<file path="config.mk">
export PLATFORM = sky130hd
export DESIGN_NAME = fp4_pair_quantizer
export DESIGN_NICKNAME = d
export VERILOG_FILES = /design/src/rtl/fp4_pair_quantizer.sv
export SDC_FILE = /design/constraint.sdc
export NUM_CORES = 1
export LEC_CHECK = 0
export BUFFER_PORTS_ARGS = -buffer_cell sky130_fd_sc_hd__buf_2
export CAP_MARGIN = 20
export CORE_MARGIN = 2
export CORE_UTILIZATION = 47
export CTS_CLUSTER_DIAMETER = 120
export DETAILED_ROUTE_END_ITERATION = 10
export PLACE_DENSITY = 0.84
export SLEW_MARGIN = 10
export SYNTH_ARGS = -nofsm -noshare
export SYNTH_HDL_FRONTEND = slang
export SYNTH_SLANG_ARGS = --single-unit
</file>
<file path="constraint.sdc">
create_clock -name clk -period 5.44 [get_ports clk]
set_input_delay 0.272 -clock clk [delete_from_list [all_inputs] [get_ports clk]]
set_output_delay 0.272 -clock clk [all_outputs]
set_load 0.1 [all_outputs]
</file>
<file path="src/rtl/fp4_pair_quantizer.sv">
module fp4_pair_quantizer #(
  parameter int LANES = 2
) (
  input  logic                 clk,
  input  logic                 rst_n,
  input  logic                 in_valid,
  output logic                 in_ready,
  input  logic [16*LANES-1:0]  in_data,
  output logic                 out_valid,
  input  logic                 out_ready,
  output logic [4*LANES-1:0]   out_byte,
  output logic                 nan_seen
);

  localparam logic [14:0] EXP_ALL = 15'h7C00;

  function automatic logic is_nan(input logic [15:0] h);
    return (h[14:10] == 5'h1F) && (h[9:0] != 10'h0);
  endfunction

  function automatic logic [3:0] quantize(input logic [15:0] h);
    logic [14:0] m;
    logic [2:0]  idx;
    m = h[14:0];
    if (m > EXP_ALL) return 4'h7;
    idx = {2'b0, m >  15'h3400}
        + {2'b0, m >= 15'h3A00}
        + {2'b0, m >  15'h3D00}
        + {2'b0, m >= 15'h3F00}
        + {2'b0, m >  15'h4100}
        + {2'b0, m >= 15'h4300}
        + {2'b0, m >  15'h4500};
    return {h[15], idx};
  endfunction

  logic [4*LANES-1:0] nib;
  logic [LANES-1:0]   lane_nan;

  for (genvar i = 0; i < LANES; i++) begin : g_lane
    assign nib[4*i +: 4]  = quantize(in_data[16*i +: 16]);
    assign lane_nan[i]    = is_nan(in_data[16*i +: 16]);
  end

  wire take = in_valid && in_ready;
  assign in_ready = !out_valid || out_ready;

  always_ff @(posedge clk) begin
    if (!rst_n) begin
      out_valid <= 1'b0;
      out_byte  <= '0;
      nan_seen  <= 1'b0;
    end else begin
      if (take) begin
        out_valid <= 1'b1;
        out_byte  <= nib;
      end else if (out_ready) begin
        out_valid <= 1'b0;
      end
      if (take && |lane_nan) nan_seen <= 1'b1;
    end
  end

  p_hold_r9: assert property (@(posedge clk) disable iff (!rst_n)
    out_valid && !out_ready |=> out_valid && $stable(out_byte));

  p_stall_r9: assert property (@(posedge clk) disable iff (!rst_n)
    out_valid && !out_ready |-> !in_ready);

  p_latency_r8: assert property (@(posedge clk) disable iff (!rst_n)
    in_valid && in_ready |=> out_valid);

  p_sticky_r5: assert property (@(posedge clk) disable iff (!rst_n)
    nan_seen |=> nan_seen);

  p_nan_code_r5: assert property (@(posedge clk) disable iff (!rst_n)
    in_valid && in_ready && in_data[14:0] > EXP_ALL |=> out_byte[3:0] == 4'h7 && nan_seen);

  p_sign_r6: assert property (@(posedge clk) disable iff (!rst_n)
    in_valid && in_ready && in_data[14:0] <= EXP_ALL |=> out_byte[3] == $past(in_data[15]));

  p_sat_r4: assert property (@(posedge clk) disable iff (!rst_n)
    in_valid && in_ready && in_data[14:0] > 15'h4600 |=> out_byte[2:0] == 3'h7);

endmodule

</file>
==> summary.txt, run 1 <==
Logic synthesis
  – Sequential element share of the synthesized area: 0.238
  – Synth Instances: between 90 and 100
  – Library cells used by synthesis: 21
  – FF+latch count, synth: 10
  – Mapped Avg Cell Area: approximately 8.7 µm²
  – Net count after synthesis: around 140
  – Mapped cell area: approximately 840 µm²
  – Synth warn: 0

Die
  – Die ar.: 0.00215 mm²
  – Initial Util: 0.493
  – Die X: around 46 µm
  – DIE HEIGHT: roughly 46 µm
  – Rows: 15
  – Core Area: between 0.0015 and 0.002 mm²
  – I/O Pins: 47

Min path
  – Worst hold-check path type: in -> reg

CTS
  – Num CTS Buffers: 3
  – Clock Tree Buf Depth: 2
  – CTS tree: done
  – Post-CTS setup buffers: 0
  – CTS Hold Bufs: 0
  – Clock Pin Slew Worst Setup and Hold Paths: about 60 ps
  – Clk_lat worst skew: about 260 ps
  – CTS root buf: clkbuf_4
  – Post_cts resized: 0
  – H-tree lvl count: 1
  – Clock Sink Count: 10

Placed design
  – Gpl congestion: about 0.80
  – Post-DP Area: ~0.0011 mm²
  – Worst slack, placed: 1980 ps
  – Port buffer count: 46
  – DP Wirelength: between 1500 and 2000 µm

STA
  – Final worst slack: 2310 ps
  – Worst Tran Pin Value: a little under 500 ps
  – FMAX: 319 MHz
  – Final count of pins violating max slew: 0
  – Tcrit/Tclk final: 0.576
  – Slew margin rel.: 0.675
  – Min Hold Slack: around 260 ps
  – RSZ-0062 raised after global routing: no
  – # setup viols final: 0
  – Setup TNS: 0 ps
  – Final Hold Fails: 0
  – Crit path time final: ~3100 ps
  – Worst clock skew: 0.358 ps

Critical path
  – Crit path DAT: ~3300 ps
  – Reg2reg setup slack: 4380 ps
  – CP Capture Type: register
  – CP Max Fanout: 3
  – Worst setup path class: in -> reg
  – Worst setup SP type: primary input
  – Data required, critical path: around 5600 ps

Flow run
  – Max Cap Violations: 0

Route
  – Vias per cell: approximately 5.3
  – DRT antenna net count: 0
  – Overall routed net length: 1980 µm
  – DRT iter0 DRCs: 19
  – Drt drc: 0
  – Vias: 903
  – WL/cell: 11.7 µm
  – Drt pass-1 iters: 6

Power and ir drop
  – Leakage: roughly 0.0005 µW
  – Overall power: 291 µW
  – VDD IR max: about 0.0001 V
  – Power Density: between 200 and 300 mW/mm²

Layout
  – Most frequent cells in the layout: buf_2 (46), o21ai_0 (14), nand2_1 (11), dfxtp_1 (10)
  – Synth-to-Final Area Change: 34.5%
  – Final Instance Area: 0.00113 mm²
  – Layout Nets: between 150 and 200
  – Diode count: 0
  – Most common cell after layout, fill and taps aside: buf_2
  – Share of layout cells above drive strength 1: 0.393

GRT
  – Met3 Use GR: 0.0235
  – Largest net degree at the start of global routing: 13
  – Gr ovfl total: 0
  – Grt met2 use: 0.375
  – Global-route wire length before repair: 3330 µm
  – Met1 Track Usage GR: 0.263
  – Vias in the first global route: 820
  – Initial antenna violation count: 0
  – Gr usage total: 0.211
  – Busiest grt layer: met2

Status
  – Status: completed
## cells in the mapped netlist
master     instances  area share
nand4_1            1      0.0074
o21a_1             2       0.018
dfxtp_1           10        0.24
o22ai_1            2       0.015
nor3_1             8       0.048
nor4_1             2       0.015
nor2_1             8       0.036
a21boi_0           1      0.0089
nand2_1           11       0.049
inv_1              3       0.013
clkbuf_1           2      0.0089
o2111ai_1          2       0.021
and2_1             1      0.0074
nand2b_1           1      0.0074
a21oi_1            8       0.048
nand4_2            1       0.015
nor4_4             4        0.10
a311oi_2           2       0.036
o21ai_0           14       0.083
nand3_1            6       0.036
fa_1               8        0.19
## per-layer routing
metal  up-vias  share of wire
met4         0         0.0071
met3         2          0.053
met2        37           0.51
met5         -              0
met1       405           0.43
li1        459              -
## cells by family after synthesis
kind of cell / Yosys count / synth area share
compound gates: 31 / 0.229
buf+inv: 5 / 0.0223
flops: 10 / 0.238
simple gates: 43 / 0.321
fa+ha+maj: 8 / 0.190
## critical path: stages
cell and delay [ps]:
buf_2 110, nor4_4 320, nand3_1 110, a21oi_1 150
o21ai_0 120, fa_1 520, fa_1 530, fa_1 460
fa_1 430, nor3_1 200, nor2_1 60
## power by group
| part | total (µW) | switching (µW) | internal, µW |
|---|---|---|---|
| Sequential | 83.7 | 3.01 | 80.7 |
| Combinational | 142 | 102 | 40.0 |
| Clock | 66.0 | 25.3 | 40.6 |
| Total | 291 | 130 | 161 |
## path summary, 6_finish.rpt
check,start,endpoint,cells past startpoint
max,in_data[16],out_byte[5]$_SDFFE_PN0P_,11
min,in_data[15],out_byte[3]$_SDFFE_PN0P_,3
max reg2reg,out_valid$_SDFFE_PN0P_,out_byte[2]$_SDFFE_PN0P_,4
min reg2reg,out_byte[3]$_SDFFE_PN0P_,out_byte[3]$_SDFFE_PN0P_,2
## flip-flops by register name, summed over array words and instances, names as in the netlist
register,count
out_valid,1
nan_seen,1
out_byte,8
## layout make-up
| cell class | instances | area (µm²) |
|---|---|---|
| Sequential cell | 10 | 200 |
| Multi-Input combinational cell | 82 | 623 |
| Inverter | 3 | 11.3 |
| Clock buffer | 4 | 36.3 |
| Timing Repair Buffer | 46 | 230 |
| Tap cell | 25 | 31.3 |
| Fill cell | 142 | 576 |
## through the flow
stage	util	cells
after floorplan	-	97
after global placement	0.642	166
after detailed placement	0.642	166
after CTS	0.663	170
after global routing	0.663	170
final	0.663	170
Power figures use the tool's default switching activity.
==> run 2: changes to the inputs <==
Settings changed: CORE_UTILIZATION 47 to 39, PLACE_DENSITY 0.84 to 0.75.
Clock period 5.44 ns to 2.65 ns, I/O delays scaled along.
==> run 2 against run 1 <==
The run now ends with setup timing left. Routed wire length is 9.5% higher. Clock power is 46% higher. Final area is 14% higher. Sequential power is 110% higher. Combinational power is 120% higher. Largest cell class unchanged.
==> summary.txt, run 2 (synthesis gave the netlist of run 1 again) <==
Min path
  – Hold path depth: 3
  – Worst hold-check path type: in -> reg
  – Hold Path Origin: in_data[31]
  – Worst Hold Endpoint: out_byte[7]$_SDFFE_PN0P_

Route
  – Vias: ~1000
  – Overall routed net length: 2170 µm
  – Drt drc: 0
  – DRT antenna net count: 0
  – WL/cell: ~12 µm
  – DRT iter0 DRCs: 10
  – Vias per cell: ~5.4
  – Drt pass-1 iters: 4

Die
  – Core Area: roughly 0.002 mm²
  – DIE HEIGHT: 50.5 µm
  – Rows: 16
  – Initial Util: 0.421
  – Die X: a little over 50 µm
  – I/O Pins: 47
  – Die ar.: between 0.002 and 0.003 mm²

STA
  – Worst Tran Pin Value: 478 ps
  – Setup TNS: -21.0 ps
  – # setup viols final: 2
  – Min Hold Slack: around 140 ps
  – Slew margin rel.: 0.681
  – Worst clock skew: 0.766 ps
  – RSZ-0062 raised after global routing: yes
  – Final worst slack: -10.9 ps
  – FMAX: between 300 and 400 MHz
  – Final Hold Fails: 0
  – Tcrit/Tclk final: 1.00
  – Crit path time final: about 2700 ps
  – Final count of pins violating max slew: 0

Placed design
  – Gpl congestion: between 0.8 and 0.9
  – Worst slack, placed: -323 ps
  – Port buffer count: between 40 and 50
  – Post-DP Area: between 0.001 and 0.0015 mm²
  – DP Wirelength: roughly 1900 µm

Critical path
  – Crit Reg-Reg Startpoint: out_valid$_SDFFE_PN0P_
  – Crit path DAT: about 2900 ps
  – Reg2Reg Depth: 4
  – Worst setup SP type: primary input
  – CP Max Fanout: 2
  – Worst R2R End: nan_seen$_SDFFE_PN0P_
  – Data required, critical path: between 2000 and 3000 ps
  – CP Capture Type: register
  – Worst setup path class: in -> reg
  – Reg2reg setup slack: between 1500 and 2000 ps

Layout
  – Share of layout cells above drive strength 1: 0.487
  – Final Instance Area: about 0.0013 mm²
  – Most common cell after layout, fill and taps aside: buf_2
  – Most frequent cells in the layout: buf_2 (39), buf_4 (14), o21ai_0 (12), nand2_1 (11), dfxtp_1 (10)
  – FILL cells: around 190
  – Diode count: 0
  – Layout Nets: around 200
  – Max reg flops: 8
  – Largest register by flop count: out_byte
  – Largest regs: out_byte x8, nan_seen x1, out_valid x1
  – Synth-to-Final Area Change: 53.5%

GRT
  – Initial antenna violation count: 0
  – Vias in the first global route: approximately 1000
  – Global-route wire length before repair: ~3800 µm
  – Gr usage total: 0.191
  – Largest net degree at the start of global routing: 13
  – Gr ovfl total: 0

CTS
  – H-tree lvl count: 1
  – CTS tree: done
  – CTS root buf: clkbuf_4
  – Clk_lat worst skew: 250 ps
  – CTS Hold Bufs: 0
  – Clock Sink Count: 10
  – Num CTS Buffers: 3
  – Post-CTS setup buffers: 0
  – Clock Tree Buf Depth: 2
  – Clock Pin Slew Worst Setup and Hold Paths: around 60 ps

Status
  – Status: complete, but fails checks
  – Failing checks: setup timing

Power and ir drop
  – Leakage: 0.000563 µW
  – Power Density: 452 mW/mm²
  – VDD IR max: about 0.00028 V

Flow run
  – Max Cap Violations: 0
-- run 2: changes by cell type in the layout (fill, tap and decap cells not counted), sizes merged --
| cell | previous run | this run |
|---|---|---|
| buf | 46 | 60 |
| clkbuf | 4 | 3 |
-- run 2: worst max path at each step --
stage,cells past startpoint,from,endpoint,slack [ps]
floorplan,10,in_data[2],out_byte[1]$_SDFFE_PN0P_,-130
global placement,11,in_data[19],out_byte[5]$_SDFFE_PN0P_,-290
detailed placement,11,in_data[5],out_byte[1]$_SDFFE_PN0P_,-320
CTS,11,in_data[19],out_byte[5]$_SDFFE_PN0P_,-30
global route,11,in_data[19],out_byte[5]$_SDFFE_PN0P_,-160
finish,11,in_data[17],out_byte[5]$_SDFFE_PN0P_,-10
-- run 2: power breakdown --
| group | switching [µW] | internal, µW | leakage, µW | total [µW] |
|---|---|---|---|---|
| sequential | 7.19 | 166 | 0.0000828 | 173 |
| combinational | 213 | 102 | 0.000467 | 315 |
| clock | 44.2 | 52.0 | 0.0000138 | 96.2 |
-- run 2: repair_timing --
item	in CTS	in global routing
endpoints found under the hold margin	0	0
endpoints found under the setup margin	2	4
cloned	0	0
resized for setup	6	3
-- run 2: through the flow --
stage               std cells   util  power (µW)
CTS                       185  0.638         584
finish                    185  0.646         584
detailed placement        182  0.608         482
global route              185  0.646         629
global placement          182  0.608         472
floorplan                  97      -         391
-- run 2: worst max-delay path, stage by stage --
cell     delay [ps]
buf_2           110
nor4_4          250
nand3_1         110
a21oi_1         140
o21ai_1         110
fa_1            530
fa_1            440
fa_2            380
fa_2            520
nor3_1           40
nor2_1           90
-- run 2: cell type report --
| type | instances | area (µm²) | area share |
|---|---|---|---|
| Multi-Input combinational cell | 82 | 646 | 0.500 |
| Timing Repair Buffer | 60 | 379 | 0.293 |
| Sequential cell | 10 | 200 | 0.155 |
| Tap cell | 27 | 33.8 | 0.0261 |
| Clock buffer | 3 | 22.5 | 0.0174 |
| Inverter | 3 | 11.3 | 0.00871 |
-- run 2: metal layers --
layer | vias to the layer above | wire (µm) | global-route usage
li1 | 486 | - | -
met1 | 454 | 826 | 0.203
met2 | 45 | 1160 | 0.368
met3 | 7 | 152 | 0.0387
met4 | 0 | 36 | 0.0631
met5 | - | 0 | 0
==> run 3: changes to the inputs <==
==> constraint.sdc (replaced) <==
create_clock -name clk -period 2.65 [get_ports clk]
set_input_delay 0.3975 -clock clk [delete_from_list [all_inputs] [get_ports clk]]
set_output_delay 0.3975 -clock clk [all_outputs]
set_load 0.1 [all_outputs]
==> run 3 against run 2 <==
The flow still finishes with violations (setup timing). Register-to-register slack improved by 20 ps. Cell count up 10%. Global-route usage rose by 0.51 points. Sequential power is essentially flat. Combinational power rose by 9.5%. Clock skew about the same. Critical path type unchanged. Highest routed layer unchanged.
==> summary.txt, run 3 (synthesis gave the netlist of run 1 again) <==
GRT
  – Vias in the first global route: between 1000 and 1500
  – Busiest grt layer: met2
  – Largest net degree at the start of global routing: 13
  – Grt met2 use: 0.382
  – Gr ovfl total: 0
  – Gr usage total: 0.196
  – Met3 Use GR: 0.0149
  – Global-route wire length before repair: around 3800 µm
  – Met1 Track Usage GR: 0.202
  – Initial antenna violation count: 0

CTS
  – Clk_lat worst skew: 270 ps
  – Clock Sink Count: 10
  – CTS root buf: clkbuf_4
  – CTS tree: done
  – CTS Hold Bufs: 0
  – Clock Tree Buf Depth: 2
  – Num CTS Buffers: 3
  – Clock Pin Slew Worst Setup and Hold Paths: approximately 60 ps
  – H-tree lvl count: 1

STA
  – Final worst slack: -297 ps
  – Setup TNS: -931 ps
  – RSZ-0062 raised after global routing: yes
  – Final count of pins violating max slew: 0
  – Slew margin rel.: 0.659
  – # setup viols final: 4
  – FMAX: 339 MHz
  – Crit path time final: 2950 ps
  – Worst Tran Pin Value: just over 500 ps
  – Worst clock skew: about 0.95 ps
  – Tcrit/Tclk final: 1.11
  – Final Hold Fails: 0

Power and ir drop
  – Sw Pwr: approximately 280 µW
  – Power Density: 444 mW/mm²
  – Sequential power share: 0.264
  – Clock Power Share: 0.209
  – Leakage: between 0.0006 and 0.0007 µW
  – VDD IR max: ~0.00026 V
  – Overall power: roughly 660 µW
  – Internal Power: 371 µW
  – Switching Fraction: 0.434
  – Power share of the combinational group: 0.527

Flow run
  – Max Cap Violations: 0

Layout
  – Final Instance Area: 0.00148 mm²
  – Layout Nets: 222
  – Most frequent cells in the layout: buf_2 (38), buf_4 (32), o21ai_0 (12), nand2_1 (11), dfxtp_1 (10)
  – Share of layout cells above drive strength 1: 0.582
  – Max reg flops: 8
  – Synth-to-Final Area Change: 75.5%
  – Most common cell after layout, fill and taps aside: buf_2
  – Largest register by flop count: out_byte
  – Diode count: 0
  – FILL cells: between 150 and 200
  – Largest regs: out_byte x8, nan_seen x1, out_valid x1

Critical path
  – Data required, critical path: around 2900 ps
  – CP startpoint: in_data[2]
  – Worst R2R End: nan_seen$_SDFFE_PN0P_
  – Reg2reg setup slack: 1590 ps
  – CP Capture Type: register
  – Reg2Reg Depth: 4
  – Worst setup SP type: primary input
  – CP Capture Point: out_byte[1]$_SDFFE_PN0P_
  – Crit path DAT: 3160 ps
  – CP Max Fanout: 2
  – Crit Reg-Reg Startpoint: out_valid$_SDFFE_PN0P_
  – Worst setup path class: in -> reg

Route
  – WL/cell: 11.8 µm
  – Overall routed net length: 2400 µm
  – Vias per cell: ~5.0
  – Drt drc: 0
  – Vias: between 1000 and 1500
  – DRT iter0 DRCs: 12
  – DRT antenna net count: 0
  – Drt pass-1 iters: 4

Placed design
  – Gpl congestion: roughly 0.76
  – DP Wirelength: 1970 µm
  – Post-DP Area: between 0.001 and 0.0015 mm²
  – Port buffer count: 46

Die
  – Rows: 16
  – Die X: ~50 µm
  – Core Area: approximately 0.002 mm²
  – Initial Util: 0.421
  – DIE HEIGHT: 50.5 µm
  – Die ar.: 0.00255 mm²
  – I/O Pins: 47

Status
  – Status: complete, but fails checks
  – Failing checks: setup timing

Min path
  – Worst hold-check path type: in -> reg
[run 3: cell types whose count changed in the layout (fill, tap and decap cells not counted), moves of 2 or more]
cell | before | now
nor3_1 | 6 | 3
buf_4 | 14 | 32
o21ai_1 | 2 | 0
o21ai_2 | 0 | 2
a21oi_1 | 8 | 6
a21oi_2 | 0 | 2
nor3_2 | 2 | 5
[run 3: layout make-up]
| class | instances | area, µm² | share of cell area |
|---|---|---|---|
| clock buffers | 4 | 36.3 | 0.0246 |
| inverters | 3 | 11.3 | 0.00762 |
| multi-input cells | 82 | 676 | 0.457 |
| flip-flops and latches | 10 | 200 | 0.135 |
| well taps | 27 | 33.8 | 0.0229 |
| repair buffers | 78 | 520 | 0.352 |
[run 3: worst min-delay path by stage]
stage,start,endpoint,slack (ps),cells after the start
global route,in_data[31],out_byte[7]$_SDFFE_PN0P_,390,3
detailed placement,out_byte[7]$_SDFFE_PN0P_,out_byte[7]$_SDFFE_PN0P_,460,2
finish,in_data[15],out_byte[3]$_SDFFE_PN0P_,380,3
CTS,in_data[31],out_byte[7]$_SDFFE_PN0P_,380,3
global placement,out_byte[7]$_SDFFE_PN0P_,out_byte[7]$_SDFFE_PN0P_,450,2
floorplan,in_valid,out_valid$_SDFFE_PN0P_,540,2
[run 3: worst max-delay path, stage by stage]
cell and delay (ps):
buf_6 90, nor4_4 270, nand3_1 120, a21oi_2 150, o21ai_2 90, fa_1 530
fa_1 450, fa_2 380, fa_2 520, nor3_1 40, nor2_1 100
[run 3: per-stage QoR]
step	hold WS, ps	cells	util	setup slack [ps]
floorplan	536	97	-	-395
detailed placement	457	195	0.656	-617
global placement	448	195	0.656	-533
finish	385	204	0.738	-297
global route	388	204	0.738	-426
CTS	383	202	0.714	-312
[run 3: routing by layer]
| layer | up-vias | routed length [µm] |
|---|---|---|
| li1 | 519 | - |
| met1 | 463 | 888 |
| met2 | 36 | 1340 |
| met3 | 4 | 130 |
| met4 | 0 | 42 |
| met5 | - | 0 |
[run 3: power groups by stage]
stage                     Clock (µW)  Sequential [µW]  Combinational [µW]
after floorplan                    0              286                 106
after global placement             0              175                 309
after detailed placement           0              176                 321
after CTS                        139              173                 338
after global routing             146              175                 372
final                            137              173                 345
[run 3: repair_timing]
item | in CTS | in global routing
pin swaps | 4 | 4
setup endpoints to repair | 6 | 6
buffers inserted | 3 | 2
endpoints found under the hold margin | 0 | 0
gates resized for setup | 10 | 7
